`src/rtl/regwr_pkg.sv`:
```
package regwr_pkg;

    localparam int FLG_SHADOW = 0;
    localparam int FLG_RENDER = 1;
    localparam int FLG_EVENT  = 2;
    localparam int FLG_W      = 3;

    typedef enum logic [2:0] {
        ST_W0   = 3'd0,
        ST_W1   = 3'd1,
        ST_W2   = 3'd2,
        ST_WFI  = 3'd3,
        ST_WR   = 3'd4,
        ST_EVT  = 3'd5,
        ST_FCHK = 3'd6,
        ST_FWR  = 3'd7
    } seq_state_e;

endpackage

```
`src/rtl/regwr_decode.sv`:
```
module regwr_decode
    import regwr_pkg::*;
#(
    parameter int ADDR_W = 16,
    parameter int NTRK = 3,
    parameter logic [NTRK*ADDR_W-1:0] TRK_ADDR_LIST = {16'h0302, 16'h0301, 16'h0300},
    parameter logic [ADDR_W-1:0] RENDER_ADDR = 16'h0100,
    localparam int IDX_W = (NTRK > 1) ? $clog2(NTRK) : 1
) (
    input  logic [FLG_W-1:0]  flags,
    input  logic [ADDR_W-1:0] addr,
    input  logic              data_lsb,
    input  logic              data_bin,
    input  logic              hazard_armed,
    output logic              defer,
    output logic [IDX_W-1:0]  trk_idx,
    output logic              need_wfi,
    output logic              need_evt
);

    logic [NTRK-1:0] match;
    logic            any_match;

    for (genvar gi = 0; gi < NTRK; gi++) begin : g_match
        assign match[gi] = (addr == TRK_ADDR_LIST[gi*ADDR_W +: ADDR_W]);
    end

    always_comb begin
        trk_idx = '0;
        for (int i = NTRK - 1; i >= 0; i--) begin
            if (match[i]) trk_idx = IDX_W'(i);
        end
    end

    assign any_match = |match;
    assign defer     = flags[FLG_SHADOW] && any_match;
    assign need_wfi  = flags[FLG_RENDER] && (addr == RENDER_ADDR) && !data_bin && hazard_armed;
    assign need_evt  = flags[FLG_EVENT] && !data_lsb;

endmodule

```
`src/rtl/regwr_bintrack.sv`:
```
module regwr_bintrack #(
    parameter int ADDR_W = 16,
    parameter logic [ADDR_W-1:0] RENDER_ADDR = 16'h0100
) (
    input  logic              clk,
    input  logic              rst_n,
    input  logic              obs_fire,
    input  logic [ADDR_W-1:0] obs_addr,
    input  logic              obs_bin,
    input  logic              draw,
    input  logic              bypass,
    output logic              hazard_armed
);

    typedef struct packed {
        logic ren_bin;
        logic last_bin;
        logic last_byp;
    } bt_t;

    bt_t q, n;

    always_comb begin
        n = q;
        if (draw) begin
            n.last_bin = q.ren_bin;
            n.last_byp = bypass;
        end
        if (obs_fire && (obs_addr == RENDER_ADDR)) begin
            n.ren_bin = obs_bin;
        end
    end

    always_ff @(posedge clk) begin
        if (!rst_n) q <= '0;
        else        q <= n;
    end

    assign hazard_armed = q.last_bin && q.last_byp;

    AST_ARM_NEEDS_DRAW: assert property (@(posedge clk) disable iff (!rst_n)
        $rose(hazard_armed) |-> $past(draw));

endmodule

```
`src/rtl/regwr_shadow.sv`:
```
module regwr_shadow #(
    parameter int ADDR_W = 16,
    parameter int WORD_W = 32,
    parameter int NTRK = 3,
    parameter logic [NTRK*ADDR_W-1:0] TRK_ADDR_LIST = {16'h0302, 16'h0301, 16'h0300},
    localparam int IDX_W = (NTRK > 1) ? $clog2(NTRK) : 1
) (
    input  logic              clk,
    input  logic              rst_n,
    input  logic              st_en,
    input  logic [IDX_W-1:0]  st_idx,
    input  logic [WORD_W-1:0] st_data,
    input  logic              obs_fire,
    input  logic [ADDR_W-1:0] obs_addr,
    input  logic [WORD_W-1:0] obs_data,
    input  logic [IDX_W-1:0]  q_idx,
    output logic              q_pend,
    output logic              q_dirty,
    output logic [WORD_W-1:0] q_data,
    output logic [ADDR_W-1:0] q_addr,
    input  logic              clr_en,
    input  logic [IDX_W-1:0]  clr_idx
);

    typedef struct packed {
        logic [NTRK-1:0]             pend;
        logic [NTRK-1:0]             hwv;
        logic [NTRK-1:0][WORD_W-1:0] shv;
        logic [NTRK-1:0][WORD_W-1:0] hwd;
    } sh_t;

    sh_t q, n;
    logic [NTRK-1:0] obs_hit;
    logic [NTRK-1:0] clr_hit;

    for (genvar gi = 0; gi < NTRK; gi++) begin : g_obs
        assign obs_hit[gi] = obs_fire && (obs_addr == TRK_ADDR_LIST[gi*ADDR_W +: ADDR_W]);
        assign clr_hit[gi] = clr_en && (clr_idx == IDX_W'(gi));
    end

    always_comb begin
        n = q;
        for (int i = 0; i < NTRK; i++) begin
            if (obs_hit[i]) begin
                n.hwv[i] = 1'b1;
                n.hwd[i] = obs_data;
            end
            if (clr_hit[i]) n.pend[i] = 1'b0;
            if (st_en && (st_idx == IDX_W'(i))) begin
                n.shv[i]  = st_data;
                n.pend[i] = 1'b1;
            end
        end
    end

    always_ff @(posedge clk) begin
        if (!rst_n) q <= '0;
        else        q <= n;
    end

    always_comb begin
        q_pend  = 1'b0;
        q_dirty = 1'b0;
        q_data  = '0;
        q_addr  = '0;
        for (int i = 0; i < NTRK; i++) begin
            if (q_idx == IDX_W'(i)) begin
                q_pend  = q.pend[i];
                q_dirty = !q.hwv[i] || (q.hwd[i] != q.shv[i]);
                q_data  = q.shv[i];
                q_addr  = TRK_ADDR_LIST[i*ADDR_W +: ADDR_W];
            end
        end
    end

    AST_CLR_ONLY_PENDING: assert property (@(posedge clk) disable iff (!rst_n)
        clr_en |-> ((clr_hit & q.pend) != '0));

endmodule

```
`src/rtl/regwr_tracker.sv`:
```
module regwr_tracker
    import regwr_pkg::*;
#(
    parameter int ADDR_W = 16,
    parameter int WORD_W = 32,
    parameter int NTRK = 3,
    parameter logic [NTRK*ADDR_W-1:0] TRK_ADDR_LIST = {16'h0302, 16'h0301, 16'h0300},
    parameter logic [ADDR_W-1:0] RENDER_ADDR = 16'h0100,
    parameter int BIN_BIT = 2,
    parameter int EVT_W = 8,
    parameter logic [EVT_W-1:0] EVT_CODE = 8'h3F
) (
    input  logic              clk,
    input  logic              rst_n,
    input  logic              pkt_valid,
    input  logic [WORD_W-1:0] pkt_word,
    output logic              pkt_ready,
    input  logic              draw_strobe,
    input  logic              bypass_mode,
    output logic              wr_valid,
    output logic [ADDR_W-1:0] wr_addr,
    output logic [WORD_W-1:0] wr_data,
    input  logic              wr_ready,
    output logic              wfi_valid,
    input  logic              wfi_ready,
    output logic              evt_valid,
    output logic [EVT_W-1:0]  evt_code,
    input  logic              evt_ready
);

    localparam int IDX_W = (NTRK > 1) ? $clog2(NTRK) : 1;
    localparam logic [IDX_W-1:0] LAST_IDX = IDX_W'(NTRK - 1);

    typedef struct packed {
        seq_state_e        st;
        logic [FLG_W-1:0]  flg;
        logic [ADDR_W-1:0] addr;
        logic [WORD_W-1:0] data;
        logic              evt;
        logic              defer;
        logic              fpend;
        logic [IDX_W-1:0]  fidx;
    } ctl_t;

    ctl_t q, n;

    logic              acc;
    logic              obs_fire;
    logic              armed;
    logic              dec_defer, dec_wfi, dec_evt;
    logic [IDX_W-1:0]  dec_idx;
    logic              st_en;
    logic              clr_en;
    logic              sh_pend, sh_dirty;
    logic [WORD_W-1:0] sh_data;
    logic [ADDR_W-1:0] sh_addr;

    regwr_decode #(
        .ADDR_W(ADDR_W), .NTRK(NTRK),
        .TRK_ADDR_LIST(TRK_ADDR_LIST), .RENDER_ADDR(RENDER_ADDR)
    ) i_decode (
        .flags(q.flg), .addr(q.addr),
        .data_lsb(pkt_word[0]), .data_bin(pkt_word[BIN_BIT]),
        .hazard_armed(armed),
        .defer(dec_defer), .trk_idx(dec_idx),
        .need_wfi(dec_wfi), .need_evt(dec_evt)
    );

    regwr_shadow #(
        .ADDR_W(ADDR_W), .WORD_W(WORD_W), .NTRK(NTRK), .TRK_ADDR_LIST(TRK_ADDR_LIST)
    ) i_shadow (
        .clk(clk), .rst_n(rst_n),
        .st_en(st_en), .st_idx(dec_idx), .st_data(pkt_word),
        .obs_fire(obs_fire), .obs_addr(wr_addr), .obs_data(wr_data),
        .q_idx(q.fidx), .q_pend(sh_pend), .q_dirty(sh_dirty),
        .q_data(sh_data), .q_addr(sh_addr),
        .clr_en(clr_en), .clr_idx(q.fidx)
    );

    regwr_bintrack #(
        .ADDR_W(ADDR_W), .RENDER_ADDR(RENDER_ADDR)
    ) i_bintrack (
        .clk(clk), .rst_n(rst_n),
        .obs_fire(obs_fire), .obs_addr(wr_addr), .obs_bin(wr_data[BIN_BIT]),
        .draw(draw_strobe), .bypass(bypass_mode),
        .hazard_armed(armed)
    );

    assign pkt_ready = ((q.st == ST_W0) && !q.fpend) || (q.st == ST_W1) || (q.st == ST_W2);
    assign acc       = pkt_valid && pkt_ready;
    assign wr_valid  = (q.st == ST_WR) || (q.st == ST_FWR);
    assign wr_addr   = (q.st == ST_FWR) ? sh_addr : q.addr;
    assign wr_data   = (q.st == ST_FWR) ? sh_data : q.data;
    assign wfi_valid = (q.st == ST_WFI);
    assign evt_valid = (q.st == ST_EVT);
    assign evt_code  = EVT_CODE;
    assign obs_fire  = wr_valid && wr_ready;

    always_comb begin
        n      = q;
        st_en  = 1'b0;
        clr_en = 1'b0;
        unique case (q.st)
            ST_W0: begin
                if (q.fpend) begin
                    n.fpend = 1'b0;
                    n.fidx  = '0;
                    n.st    = ST_FCHK;
                end else if (acc) begin
                    n.flg = pkt_word[FLG_W-1:0];
                    n.st  = ST_W1;
                end
            end
            ST_W1: begin
                if (acc) begin
                    n.addr = pkt_word[ADDR_W-1:0];
                    n.st   = ST_W2;
                end
            end
            ST_W2: begin
                if (acc) begin
                    n.data  = pkt_word;
                    n.evt   = dec_evt;
                    n.defer = dec_defer;
                    st_en   = dec_defer;
                    if (dec_wfi)         n.st = ST_WFI;
                    else if (!dec_defer) n.st = ST_WR;
                    else if (dec_evt)    n.st = ST_EVT;
                    else                 n.st = ST_W0;
                end
            end
            ST_WFI: begin
                if (wfi_ready) begin
                    if (!q.defer)   n.st = ST_WR;
                    else if (q.evt) n.st = ST_EVT;
                    else            n.st = ST_W0;
                end
            end
            ST_WR: begin
                if (wr_ready) n.st = q.evt ? ST_EVT : ST_W0;
            end
            ST_EVT: begin
                if (evt_ready) n.st = ST_W0;
            end
            ST_FCHK: begin
                if (sh_pend && sh_dirty) begin
                    n.st = ST_FWR;
                end else begin
                    clr_en = sh_pend;
                    if (q.fidx == LAST_IDX) n.st = ST_W0;
                    else                    n.fidx = q.fidx + 1'b1;
                end
            end
            ST_FWR: begin
                if (wr_ready) begin
                    clr_en = 1'b1;
                    if (q.fidx == LAST_IDX) begin
                        n.st = ST_W0;
                    end else begin
                        n.fidx = q.fidx + 1'b1;
                        n.st   = ST_FCHK;
                    end
                end
            end
            default: n.st = ST_W0;
        endcase
        if (draw_strobe) n.fpend = 1'b1;
    end

    always_ff @(posedge clk) begin
        if (!rst_n) begin
            q    <= '0;
            q.st <= ST_W0;
        end else begin
            q <= n;
        end
    end

    AST_SINGLE_OUT: assert property (@(posedge clk) disable iff (!rst_n)
        $onehot0({wfi_valid, wr_valid, evt_valid}));
    AST_WR_HOLD: assert property (@(posedge clk) disable iff (!rst_n)
        wr_valid && !wr_ready |=> wr_valid && $stable(wr_addr) && $stable(wr_data));
    AST_WFI_HOLD: assert property (@(posedge clk) disable iff (!rst_n)
        wfi_valid && !wfi_ready |=> wfi_valid);
    AST_EVT_HOLD: assert property (@(posedge clk) disable iff (!rst_n)
        evt_valid && !evt_ready |=> evt_valid);
    AST_WFI_THEN_WR: assert property (@(posedge clk) disable iff (!rst_n)
        wfi_valid && wfi_ready |=> wr_valid && (wr_addr == RENDER_ADDR));
    AST_NO_INTAKE_BUSY: assert property (@(posedge clk) disable iff (!rst_n)
        pkt_ready |-> !(wfi_valid || wr_valid || evt_valid));

endmodule

```
`config.mk`:
```
export PLATFORM = sky130hd
export DESIGN_NAME = regwr_tracker
export DESIGN_NICKNAME = d
export VERILOG_FILES = /design/src/rtl/regwr_pkg.sv /design/src/rtl/regwr_decode.sv /design/src/rtl/regwr_bintrack.sv /design/src/rtl/regwr_shadow.sv /design/src/rtl/regwr_tracker.sv
export SDC_FILE = /design/constraint.sdc
export NUM_CORES = 1
export LEC_CHECK = 0
export BUFFER_PORTS_ARGS = -buffer_cell sky130_fd_sc_hd__buf_4
export CAP_MARGIN = 0
export CORE_MARGIN = 2
export CORE_UTILIZATION = 65
export CTS_BUF_LIST = sky130_fd_sc_hd__clkbuf_4 sky130_fd_sc_hd__clkbuf_8
export DETAILED_ROUTE_END_ITERATION = 8
export GPL_ROUTABILITY_DRIVEN = 0
export MAX_ROUTING_LAYER = met4
export PLACE_DENSITY = 0.93
export SYNTH_ARGS = -nofsm -noshare
export SYNTH_HDL_FRONTEND = slang
export SYNTH_SLANG_ARGS = --single-unit
```
`constraint.sdc`:
```
create_clock -name clk -period 3.6 [get_ports clk]
set_input_delay 0 -clock clk [delete_from_list [all_inputs] [get_ports clk]]
set_output_delay 0 -clock clk [all_outputs]
set_load 0.05 [all_outputs]
```
Word-level counts from Yosys, hierarchy flattened
Index checks and enable logic that the tools add are counted.

storage, ports and cells
  register bits after elaboration = 260
  bits in latches = 0
  memory bits (writable) = 0
  bits in read-only memories = 0
  input port bits = 40
  memories kept = 0

operators by class
  $add $sub $neg = 1
  $mul = 0
  divide/modulo/power cells = 0
  magnitude comparators = 0
  eq/ne operators = 32
  shift-type cells = 0
  multiplexer cells = 52
  bitwise gates (word level) = 1
  reductions and logical operators = 46

operators with widths
  cell                                                                      number
  32-bit 2-to-1 mux                                                         4
  16-bit by 10-bit equality test with 1-bit output (second input constant)  6
  32-bit != test                                                            3
  3-bit 2-to-1 mux                                                          15
  16-bit by 9-bit equality test with 1-bit output (second input constant)   2
  10-bit 2-to-1 mux                                                         3
  3-bit one-hot mux with 8 select lines                                     1
  1-bit logical AND                                                         20
  1-bit 2-to-1 mux                                                          18
  16-bit 2-to-1 mux                                                         1
  2-bit 2-to-1 mux                                                          7
  3-bit equality test (second input constant)                               4
  2-bit != test (second input constant)                                     6
  8-bit AND reduction                                                       1
  2-bit nonzero test                                                        4
  3-bit by 2-bit equality test with 1-bit output (second input constant)    2
  1-bit zero test                                                           6
  1-bit logical OR                                                          6
  6-bit 2-to-1 mux                                                          1
  3-bit != test (second input constant)                                     2
  2-bit one-hot mux with 3 select lines                                     1
  2-bit by 1-bit equality test with 1-bit output (second input constant)    2
  2-bit equality test (second input constant)                               2
  2-bit zero test                                                           2
  other kinds (11)                                                          13

Longest topological paths before layout
  word-level depth = 11
  depth in mapped cells = 12
  mapped depth without buffers = 10

Cells and area by module
From an unflattened synthesis, not the netlist that was laid out.

second synthesis, totals
  cell total of the unflattened synthesis = 1,424
  area, all modules = 12,675.9 um^2

by module, submodules not included
  module          instances  cells an instance  area each (um^2)  seq. area each (um^2)
  regwr_shadow    1          1,019              9,342.7           3,963.8
  regwr_tracker   1          374                3,029.2           1,181.1
  regwr_bintrack  1          17                 181.4             60.1
  regwr_decode    1          14                 122.6             0.0

Worst setup path after synthesis
OpenSTA, ideal clock, no wires.

  path kind = flip-flop to flip-flop
  start point = register q[0] in the netlist's numbering
  end point = register i_shadow.q[23] in the netlist's numbering
  setup time = 81 ps
  arrival time = 2,953 ps
  data required time = 3,519 ps
  slack = 565 ps
  stages on the path, launching flop included = 10
  buffers on the path = 3
  clock period less this slack = 3,035 ps
  cell sequence = dfxtp_1 > inv_1 > ha_1 > clkbuf_1 > clkbuf_1 > buf_1 > a21oi_1 > o21ai_0 > nor2_1 > nor3b_1

between the ends
  elaborated cells between the ends (all ways) = 13

RTL lines
  item                            line                  source
  start, declared                 regwr_tracker.sv:45   ctl_t q, n;
  start signal, assigned          regwr_tracker.sv:175  q <= n;
  2-bit zero test                 regwr_shadow.sv:67    if (q_idx == IDX_W'(i)) begin
  32-bit 2-to-1 mux (2 in a row)  regwr_shadow.sv:67
  32-bit 2-to-1 mux *             regwr_shadow.sv:67
  32-bit 2-to-1 mux *             regwr_tracker.sv:93   assign wr_data = (q.st == ST_FWR) ? sh_data : q.data;
  via wr_data[23]                 regwr_tracker.sv:22   output logic [WORD_W-1:0] wr_data,
  end signal, assigned            regwr_shadow.sv:58    else q <= n;
  end, declared                   regwr_shadow.sv:32    sh_t q, n;

The timed path passes the listed nets; every way through them passes the cells marked *.
A chain may end at the register's enable or synchronous reset.

Worst setup path in the final report
  start point = register q[0] in the netlist's numbering
  end point = output wr_data[13]

between the ends
  longest elaborated chain between the ends = 5
  elaborated cells between the ends (all ways) = 7

ends and longest elaborated chain
  item                            line
  2-bit zero test                 regwr_shadow.sv:67
  32-bit 2-to-1 mux (2 in a row)  regwr_shadow.sv:67
  32-bit 2-to-1 mux *             regwr_shadow.sv:67
  32-bit 2-to-1 mux *             regwr_tracker.sv:93
  end, declared                   regwr_tracker.sv:22

Mark *: on every way between the ends. The rest lies on a longest branch, timed or not.

==> flow_summary.yaml <==
timing:
  max_freq_ghz: 0.288
  finalHoldViolCount: 0
  rsz0062_at_grt: "no"
  fin_tns_setup_ns: 0
  maxSlewHeadroom: 0.283
  fin_skew_ns: 0.0193
  fin_hold_ws_ns: 0.0476
  slew_violations: 0
  worst_pin_slew_ns: 1.08
  finalSetupViolCount: 0
  finalCritPeriodShare: 0.965
  fin_crit_ns: 3.48
logic_synthesis:
  syn_inst: 1608
  synth-seq-cells: 260
  ys_types: 58
  synth_warnings: 0
  ys.flop_type: "dfxtp_1"
  synth_edf_count: 0
  mappedNetlistArea_um2: 12500
  ys_async_sr_fraction: 0
  synth_seq_area_share: 0.418
  synth_area_per_cell_um2: 7.75
critical_path:
  arrival_ns: 3.48
  cpLargestDelayFamily: "compound AO/OA/AOI/OAI gates"
  crit_path_cell_trace: "inv_1 -> ha_1 -> buf_4 -> and3_1 -> a21oi_1 -> nor2_1 -> a21oi_1 -> o21ai_0 -> buf_4"
  crit_path_start_kind: "register"
  cp.required_ns: 3.60
  crit_slowest_cell: "o21ai_0"
  end_kind: "primary output"
  ff2ff_setup_slack_ns: 0.43
  cp_num_buf_inv: 3
  timing.rr.end: "i_shadow.q[44]"
  crit_fanout: 24
  path_class: "register to primary output"
  slowest_delay_ns: 0.82
  r2r_cells: 9
  r2r_start: "q[57]"
final_layout:
  nets: 1734
  ff_latch_area_um2: 5200
  n_fill_cell: 1239
  mostFrequentLayoutCells: "nand2_1 (344), dfxtp_1 (260), nor2_1 (244), buf_4 (116), nor3b_1 (98)"
  final_common_cell: "nand2_1"
  area_growth_pct: 15.1
  antenna_cells: 0
  final_layout_size_suffix_gt1_frac: 0.121
  multiInputGateArea_um2: 6680
clock_tree:
  ctsHtreeMaxLevel: 2
  clock_path_buffers: 3
  root_buffer: "clkbuf_8"
  clk_latency_ns: 0.56
  cts_setup_buffers: 0
  ctsResizeCount: 0
  numCtsBuffers: 42
  tritoncts: "yes"
  hold_buffers: 36
  cts_sinks: 260
  clk_pin_slew_ns: 0.06
place:
  portBuffers: 91
  hpwl_um: 23200
global_route:
  grt_max_degree: 179
  grt_pass1_wl_um: 60000
  grt_overflow_total: 0
  grtUsageTotal: 0.386
  grt_pass1_vias: 11500
  antenna_found_initial: 0
min_path:
  hold-path-cell-count: 4
  worstHoldEndpoint: "q[56]"
  min_from: "wfi_ready"
  holdCritPathClass: "input port to register"
flow_run:
  max-cap-violations: 0
die:
  fp.dieArea_um2: 20300
  die_height_um: 142
  coreArea_um2: 18800
  io_pins: 100
  initial_core_util: 0.664
  rows: 50
  die_w_um: 142
detailed_routing:
  drc_errors: 0
  drt_iter0_markers: 1677
  antenna_left: 0
  vias: 12200
  wl_per_cell_um: 19.7
  via_per_inst: 6.23
  drt_first_pass_iters: 6
  drt-total-wl_um: 38500
power:
  ir_drop_mv: 0.340
  p_per_area_nw_per_um2: 466
  p_leak_uw: 0.00598
status:
  status: "complete, no violations"
[tightest hold or removal path, delay by kind of cell]
family                 cells  cell delay [ns]
buffers and inverters      1             0.07
AOI/OAI and AO/OA          1             0.16
and+or+nand+nor            1             0.05
muxes                      1             0.26
[per-stage QoR]
step	setup slack, ns	area, um2	utilization	cells	total power, uW
floorplan	0.565	12500	-	1614	3720
global placement	0.748	13100	0.699	1844	4010
detailed placement	0.639	13100	0.699	1844	4030
CTS	0.363	14300	0.764	1952	6640
global route	0.149	14300	0.764	1952	6850
finish	0.124	14300	0.764	1952	6680
[state kept, by name, summed over array words and instances, names as in the netlist]
| signal | flops |
|---|---|
| i_bintrack.q | 3 |
| i_shadow.q | 198 |
| q | 59 |
[per-layer routing]
layer | GRT usage | share of wire | vias up
met3 | 0.0851 | 0.12 | 218
met5 | - | 0 | -
met2 | 0.607 | 0.46 | 822
met4 | 0.227 | 0.057 | 0
li1 | - | - | 5481
met1 | 0.456 | 0.36 | 5632
[power by group]
part           internal, uW  switching (uW)  total, uW
clock network          1460            1180       2640
logic                   325             706       1030
registers              2950            66.2       3010
[cells by family after synthesis]
kind of cell | share of synthesized area
buffers and inverters | 0.0497
multiplexers | 0.00833
XOR/XNOR | 0.0625
AND/OR/NAND/NOR | 0.304
AO/OA/AOI/OAI | 0.153
flip-flops | 0.418
adder cells (fa/ha/maj) | 0.00402
other | 0.000603
[synthesized netlist by cell type, types with 4 or more instances]
master / number / area share
nand2_1: 344 / 0.10
dfxtp_1: 260 / 0.42
nor2_1: 244 / 0.073
nor3b_1: 98 / 0.059
clkbuf_1: 86 / 0.026
a21boi_0: 82 / 0.049
a21oi_1: 73 / 0.029
xor2_1: 69 / 0.048
a21boi_1: 65 / 0.039
o21ai_0: 37 / 0.015
and3_1: 33 / 0.017
xnor2_1: 20 / 0.014
buf_4: 19 / 0.011
nor4_1: 19 / 0.0095
and2_1: 17 / 0.0085
inv_1: 14 / 0.0042
nor2b_1: 14 / 0.0070
buf_2: 12 / 0.0048
nand4_1: 12 / 0.0060
nand3_1: 11 / 0.0044
nor3_1: 10 / 0.0040
mux2i_1: 7 / 0.0056
o21a_1: 6 / 0.0036
nand2b_1: 5 / 0.0025
ha_1: 4 / 0.0040
[area by class of cell]
type                       count  share of cell area
clock buffer                  66              0.0577
multi-input combinational   1218               0.466
clock inverter                 6             0.00270
timing repair buffer         153              0.0866
tap                          234              0.0204
inverter                      15             0.00393
sequential                   260               0.363
[worst max-delay path by stage]
| stage | depth (start not counted) | from | slack, ns | endpoint |
|---|---|---|---|---|
| after floorplan | 9 | q[0] | 0.57 | i_shadow.q[23] |
| after global placement | 8 | q[57] | 0.75 | i_shadow.q[83] |
| after detailed placement | 8 | q[57] | 0.64 | i_shadow.q[73] |
| after CTS | 9 | q[0] | 0.36 | wr_data[13] |
| after global routing | 9 | q[0] | 0.15 | wr_data[13] |
| final | 9 | q[0] | 0.12 | wr_data[13] |
(Power assumes the default switching activity.)
